File: config.mk
export PLATFORM = sky130hd
export DESIGN_NAME = irq_code_ctrl
export DESIGN_NICKNAME = d
export VERILOG_FILES = /design/src/rtl/irq_pkg.sv /design/src/rtl/irq_edge_det.sv /design/src/rtl/irq_int_reg.sv /design/src/rtl/irq_err_reg.sv /design/src/rtl/irq_status_reg.sv /design/src/rtl/irq_code_ctrl.sv
export SDC_FILE = /design/constraint.sdc
export NUM_CORES = 1
export LEC_CHECK = 0
export ABC_AREA = 1
export CORE_MARGIN = 2
export CORE_UTILIZATION = 35
export CTS_BUF_LIST = sky130_fd_sc_hd__clkbuf_8
export DETAILED_ROUTE_END_ITERATION = 12
export GPL_TIMING_DRIVEN = 0
export PLACE_DENSITY = 0.7
export SYNTH_ARGS = -nofsm -noshare
export SYNTH_HDL_FRONTEND = slang
export SYNTH_SLANG_ARGS = --single-unit
File: constraint.sdc
create_clock -name clk -period 1 [get_ports clk]
set_clock_uncertainty 0.15 [all_clocks]
set_input_delay 0.1 -clock clk [delete_from_list [all_inputs] [get_ports clk]]
set_output_delay 0.1 -clock clk [all_outputs]
set_load 0.01 [all_outputs]
File: src/rtl/irq_pkg.sv
package irq_pkg;

    localparam int CODE_W  = 8;
    localparam int NUM_XIN = 2;

    // interrupt code bit positions (decoded by host software)
    localparam int INT_KEY = 0;
    localparam int INT_X0  = 1;
    localparam int INT_X1  = 2;
    localparam int INT_ERR = 3;

    // error code bit positions
    localparam int ERR_CMD_OVR  = 0;
    localparam int ERR_CMD_UNK  = 1;
    localparam int ERR_KEY_OVR  = 2;
    localparam int ERR_LOST     = 4;
    localparam int ERR_FIFO_OVR = 6;

    typedef enum logic [CODE_W-1:0] {
        ST_RESET = 8'h00,
        ST_WAKE  = 8'h02,
        ST_OK    = 8'h06,
        ST_FAIL  = 8'h15
    } stat_e;

    typedef struct packed {
        logic fifo_ovr;
        logic key_ovr;
        logic cmd_unk;
        logic cmd_ovr;
    } err_evt_t;

    // Map qualified pin edges onto interrupt code bits [2:1].
    // Both enabled: one bit per source. One enabled: both bits together.
    function automatic logic [NUM_XIN-1:0] map_xint(
        input logic [NUM_XIN-1:0] en,
        input logic [NUM_XIN-1:0] hit
    );
        if (en == {NUM_XIN{1'b1}})
            return hit;
        else if (|hit)
            return {NUM_XIN{1'b1}};
        else
            return '0;
    endfunction

    function automatic logic [CODE_W-1:0] err_to_bits(input err_evt_t ev, input logic lost);
        logic [CODE_W-1:0] b;
        b               = '0;
        b[ERR_CMD_OVR]  = ev.cmd_ovr;
        b[ERR_CMD_UNK]  = ev.cmd_unk;
        b[ERR_KEY_OVR]  = ev.key_ovr;
        b[ERR_LOST]     = lost;
        b[ERR_FIFO_OVR] = ev.fifo_ovr;
        return b;
    endfunction

endpackage

File: src/rtl/irq_edge_det.sv
module irq_edge_det #(
    parameter int SYNC_STAGES = 2
) (
    input  logic clk,
    input  logic rst,
    input  logic pin_i,
    input  logic arm_i,
    output logic edge_o
);
    localparam int CHAIN = SYNC_STAGES + 1;

    logic [CHAIN-1:0] sh;

    always_ff @(posedge clk) begin
        if (rst)
            sh <= '0;
        else
            sh <= {sh[CHAIN-2:0], pin_i};
    end

    // sh[SYNC_STAGES-1] is the synchronized level, sh[SYNC_STAGES] its previous value
    assign edge_o = arm_i & (sh[SYNC_STAGES-1] ^ sh[SYNC_STAGES]);

endmodule

File: src/rtl/irq_int_reg.sv
module irq_int_reg
    import irq_pkg::*;
(
    input  logic                clk,
    input  logic                rst,
    input  logic                key_evt_i,
    input  logic                err_any_i,
    input  logic [NUM_XIN-1:0]  xbits_i,
    input  logic                rd_i,
    output logic [CODE_W-1:0]   code_o,
    output logic                irq_n_o
);
    logic [CODE_W-1:0] code_q, code_nxt;
    logic              req_q;

    always_comb begin
        code_nxt                       = rd_i ? '0 : code_q;
        code_nxt[INT_KEY]              = code_nxt[INT_KEY] | key_evt_i;
        code_nxt[INT_X1:INT_X0]        = code_nxt[INT_X1:INT_X0] | xbits_i;
        code_nxt[INT_ERR]              = code_nxt[INT_ERR] | err_any_i;
    end

    always_ff @(posedge clk) begin
        if (rst) begin
            code_q <= '0;
            req_q  <= 1'b0;
        end else begin
            code_q <= code_nxt;
            req_q  <= |code_nxt;
        end
    end

    assign code_o  = code_q;
    assign irq_n_o = ~req_q;

endmodule

File: src/rtl/irq_err_reg.sv
module irq_err_reg
    import irq_pkg::*;
(
    input  logic              clk,
    input  logic              rst,
    input  err_evt_t          evt_i,
    input  logic              lost_i,
    input  logic              rd_i,
    output logic [CODE_W-1:0] code_o,
    output logic              any_o
);
    logic [CODE_W-1:0] code_q;
    logic [CODE_W-1:0] set_bits;

    assign set_bits = err_to_bits(evt_i, lost_i);
    assign any_o    = |set_bits;

    always_ff @(posedge clk) begin
        if (rst)
            code_q <= '0;
        else
            code_q <= (rd_i ? '0 : code_q) | set_bits;
    end

    assign code_o = code_q;

endmodule

File: src/rtl/irq_status_reg.sv
module irq_status_reg
    import irq_pkg::*;
(
    input  logic              clk,
    input  logic              rst,
    input  logic              done_i,
    input  logic              ok_i,
    input  logic              wake_evt_i,
    output logic [CODE_W-1:0] status_o
);
    stat_e st_q;

    always_ff @(posedge clk) begin
        if (rst)
            st_q <= ST_RESET;
        else if (done_i)
            st_q <= ok_i ? ST_OK : ST_FAIL;
        else if (wake_evt_i)
            st_q <= ST_WAKE;
    end

    assign status_o = st_q;

endmodule

File: src/rtl/irq_code_ctrl.sv
module irq_code_ctrl
    import irq_pkg::*;
#(
    parameter int SYNC_STAGES = 2
) (
    input  logic               clk,
    input  logic               rst,
    input  logic               key_evt_i,
    input  logic               err_fifo_ovr_i,
    input  logic               err_key_ovr_i,
    input  logic               err_cmd_ovr_i,
    input  logic               err_cmd_unk_i,
    input  logic [NUM_XIN-1:0] gpio_pin_i,
    input  logic [NUM_XIN-1:0] xint_en_i,
    input  logic [NUM_XIN-1:0] gpio_dir_i,
    input  logic               cmd_done_i,
    input  logic               cmd_ok_i,
    input  logic               rd_int_i,
    input  logic               rd_err_i,
    output logic               irq_n_o,
    output logic [CODE_W-1:0]  int_code_o,
    output logic [CODE_W-1:0]  err_code_o,
    output logic [CODE_W-1:0]  status_o,
    output logic               wake_o
);
    logic [NUM_XIN-1:0] qedge;
    logic [NUM_XIN-1:0] xbits;
    logic [NUM_XIN-1:0] pend;
    logic               lost;
    logic               err_any;
    logic               wake_q;
    err_evt_t           evt;

    for (genvar i = 0; i < NUM_XIN; i++) begin : g_xin
        irq_edge_det #(.SYNC_STAGES(SYNC_STAGES)) u_edge (
            .clk    (clk),
            .rst    (rst),
            .pin_i  (gpio_pin_i[i]),
            .arm_i  (xint_en_i[i] & ~gpio_dir_i[i]),
            .edge_o (qedge[i])
        );
    end

    assign xbits = map_xint(xint_en_i, qedge);

    always_comb begin
        for (int i = 0; i < NUM_XIN; i++) begin
            if (xint_en_i == {NUM_XIN{1'b1}})
                pend[i] = int_code_o[INT_X0 + i];
            else
                pend[i] = int_code_o[INT_X0] | int_code_o[INT_X1];
        end
    end

    assign lost = (|(qedge & pend)) & ~rd_int_i;

    assign evt = '{fifo_ovr: err_fifo_ovr_i,
                   key_ovr:  err_key_ovr_i,
                   cmd_unk:  err_cmd_unk_i,
                   cmd_ovr:  err_cmd_ovr_i};

    irq_err_reg u_err (
        .clk    (clk),
        .rst    (rst),
        .evt_i  (evt),
        .lost_i (lost),
        .rd_i   (rd_err_i),
        .code_o (err_code_o),
        .any_o  (err_any)
    );

    irq_int_reg u_int (
        .clk       (clk),
        .rst       (rst),
        .key_evt_i (key_evt_i),
        .err_any_i (err_any),
        .xbits_i   (xbits),
        .rd_i      (rd_int_i),
        .code_o    (int_code_o),
        .irq_n_o   (irq_n_o)
    );

    irq_status_reg u_stat (
        .clk        (clk),
        .rst        (rst),
        .done_i     (cmd_done_i),
        .ok_i       (cmd_ok_i),
        .wake_evt_i (|qedge),
        .status_o   (status_o)
    );

    always_ff @(posedge clk) begin
        if (rst)
            wake_q <= 1'b0;
        else
            wake_q <= |qedge;
    end

    assign wake_o = wake_q;

endmodule

==> results.py <==
metrics = {
    "power_and_ir_drop": {
        "pwr-share-comb_pct": 15.2,
        "finalPower_w": 0.00221,
        "p_seq_share_pct": 46.5,
        "p_per_area_nw_per_um2": 1380,
        "clkPwrFrac_pct": 38.3,
        "switching_share_pct": 22.2,
        "power.switching_w": 0.000492,
        "p_int_w": 0.00172,
        "power_leakage_nw": 0.810,
        "peakVddDrop_v": 0.00123,
    },
    "sta": {
        "period_minus_slack_ps": 1170,
        "hold_violations": 0,
        "hold_ws_ps": 175,
        "slew_viol_final": 0,
        "timing.fmax_mhz": 854,
        "rsz0062_at_grt": "true",
        "setup_ws_ps": -171,
        "period_share_pct": 117,
        "finalSetupViolCount": 13,
    },
    "setup_path": {
        "worstSetupEndpointType": "flop",
        "cp_common_cell": "nand2_1",
        "timing.rr.end": "u_int.code_o[3]$_SDFF_PP0_",
        "path_max_fanout": 3,
        "setup.worst_path.start_class": "flop",
        "reg2regPathDepth": 8,
        "worst_path_largest_cell_delay_ps": 340,
        "reg2reg_slack_ps": -170,
        "crit_slowest_cell": "dfxtp_2",
        "cp.arrival_ps": 1190,
        "critPathBufInv": 1,
        "cp-startpoint": "g_xin[0].u_edge.sh[2]$_SDFF_PP0_",
        "cp_cell_sequence": "nor2_1, nor2_1, nand3_1, nand2_1, nand2_1, nand2_1, nand2_1, inv_1",
        "reg2reg_from": "g_xin[0].u_edge.sh[2]$_SDFF_PP0_",
        "cp_top_family": "simple AND/OR/NAND/NOR gates",
        "worstPathRequired_ps": 1020,
        "critPathKind": "flop to flop",
    },
    "synth": {
        "syn_avg_cell_area_um2": 7.08,
        "synthCells": 139,
        "ys_top_cells_by_area": "dfxtp_1 49%, nand2_1 12%, inv_1 9.9%",
        "yosys_warnings": 0,
        "yosysSeqAreaShare_pct": 48.9,
        "synth-simple-area-share_pct": 28.4,
        "synth_top_family_by_area": "simple AND/OR/NAND/NOR gates",
        "muxShareOfSynthArea_pct": 0,
        "synth_cell_types": 15,
        "synth_compound_area_share_pct": 4.83,
        "yosys.area.top_type": "dfxtp_1",
        "synth.top_cell.area_share_pct": 48.9,
        "synth_adder_area_share_pct": 0,
        "ys_seq_elements": 24,
        "synth_xor_area_share_pct": 0,
        "synthesis.area_um2": 983,
    },
    "run_status": {
        "violations": "negative setup slack",
        "outcome": "finished, violations left",
    },
    "finish": {
        "multi_input_area_um2": 417,
        "syn2layout_area_growth_pct": 63.1,
        "drive_above_1_share_pct": 42.9,
        "n_fill_cell": 253,
        "num_antenna_cells": 0,
        "regArea_um2": 510,
        "fin_nets": 207,
    },
    "die": {
        "die_h_um": 57.0,
        "io_pins": 43,
        "dieArea_um2": 3250,
        "start_util_pct": 36.3,
        "fp-row-count": 19,
        "core_area_um2": 2710,
        "die_w_um": 57.0,
    },
    "clock_network": {
        "numCtsBuffers": 3,
        "cts_sinks": 24,
        "cts_root_buffer": "clkbuf_8",
        "clock_latency_ps": 270,
        "clk_pin_slew_ps": 80,
        "hold_buffers": 0,
        "cts_max_level": 1,
        "cts_tree": "yes",
        "clock_path_buffers": 2,
    },
    "worst_hold_path": {
        "min_from": "xint_en_i[0]",
        "min_to": "u_int.code_o[1]$_SDFF_PP0_",
        "hold_depth": 4,
        "hold_path_class": "input pin to flop",
    },
    "global_route": {
        "track_usage_pct": 14.9,
        "grt_pass1_vias": 901,
        "grt_max_degree": 15,
        "gr-total-overflow": 0,
        "antenna_found_initial": 0,
        "grt_pass1_wl_um": 3680,
    },
    "place": {
        "port_buffers": 35,
        "dp.final_hpwl_um": 1610,
        "place.gp.congestion": 0.707,
    },
    "routing": {
        "dr_total_vias": 953,
        "first_pass_iters": 4,
        "route.detailed.drc": 0,
        "vias_per_cell": 4.33,
        "drt_iter0_drc": 9,
        "antenna_left": 0,
        "wl_um": 2310,
        "wl_per_cell_um": 10.5,
    },
    "job": {
        "drv_cap": 0,
    },
}
how the worst max path moves through the flow:
stage          slack (ps)                          to  cells past startpoint
3_5_place_dp         -490      u_int.req_q$_SDFF_PP0_                     10
6_report             -170  u_int.code_o[3]$_SDFF_PP0_                      8
4_1_cts              -150      u_int.req_q$_SDFF_PP0_                      8
3_3_place_gp         -460      u_int.req_q$_SDFF_PP0_                     10
5_1_grt              -240      u_int.req_q$_SDFF_PP0_                      8
2_1_floorplan         -60      u_int.req_q$_SDFF_PP0_                      8
cell usage in the layout, fill, tap and decap left out, types with 5 or more instances in the layout:
cell type        count
nand2_2              7
buf_4               11
inv_1               23
clkdlybuf4s50_1     14
buf_6               17
dfxtp_2             18
nor2_1              19
buf_2                6
conb_1               7
a21oi_1              7
inv_2                5
nand2_1             24
per-layer routing:
metal	routed length, um	part of all wire [%]	global-route usage [%]
met4	42	1.8	7.97
met3	152	6.6	5.44
met2	1230	53	26.9
met5	0	0	0
met1	881	38	14.7
registers in the layout, summed over array words and instances (netlist names):
register and cells:
g_xin.u_edge.sh 6, u_err.code_o 5, u_int.code_o 8, u_int.req_q 1, u_stat.status_o 3, wake_o 1
cell families after synthesis:
logic type | count (synthesis)
AO/OA/AOI/OAI | 9
buffers and inverters | 38
flip-flops | 24
other | 1
AND/OR/NAND/NOR | 67
worst reg2reg max path, delay by kind of cell (launching register included):
kind	cells	cell delay (ps)
DFF	1	340
buffers and inverters	1	50
and+or+nand+nor	7	540
stage by stage:
step,setup slack (ps),instance area [um^2],TNS [ps],utilization (%),cells
after floorplan,-58.0,1020,-97.7,-,145
after global routing,-240,1600,-2310,59.2,220
final,-171,1600,-1080,59.2,220
after detailed placement,-487,1410,-12100,51.9,211
after global placement,-465,1410,-11770,51.9,211
after CTS,-148,1450,-916,53.4,216
final cells by class:
class	instances	share of cell area, %
plain buffers	10	4.60
repair buffers	40	24.2
clock inverters	1	1.87
inverters	28	6.55
flip-flops and latches	24	31.8
well taps	31	2.42
multi-input cells	83	26.0
clock buffers	3	2.57
synth_stat cells, drive strengths merged:
cell type  number
a21o            1
a21oi           8
buf             8
clkbuf          2
conb            1
dfxtp          24
inv            28
nand2          31
nand3           6
nand4           2
nor2           26
nor3            2
power by group through the flow:
stage	logic [W]	registers (W)	clock network [W]
2_1_floorplan	0.000133	0.00105	0
3_3_place_gp	0.000296	0.00104	0
3_5_place_dp	0.000301	0.00104	0
4_1_cts	0.000283	0.00103	0.000869
5_1_grt	0.000370	0.00103	0.000913
6_report	0.000337	0.00103	0.000847
repair_timing:
action	CTS	global route
endpoints found under the setup margin	43	37
buffers inserted	1	4
gates resized for setup	105	30
pin swaps	5	4
Power figures use the tool's default switching activity.
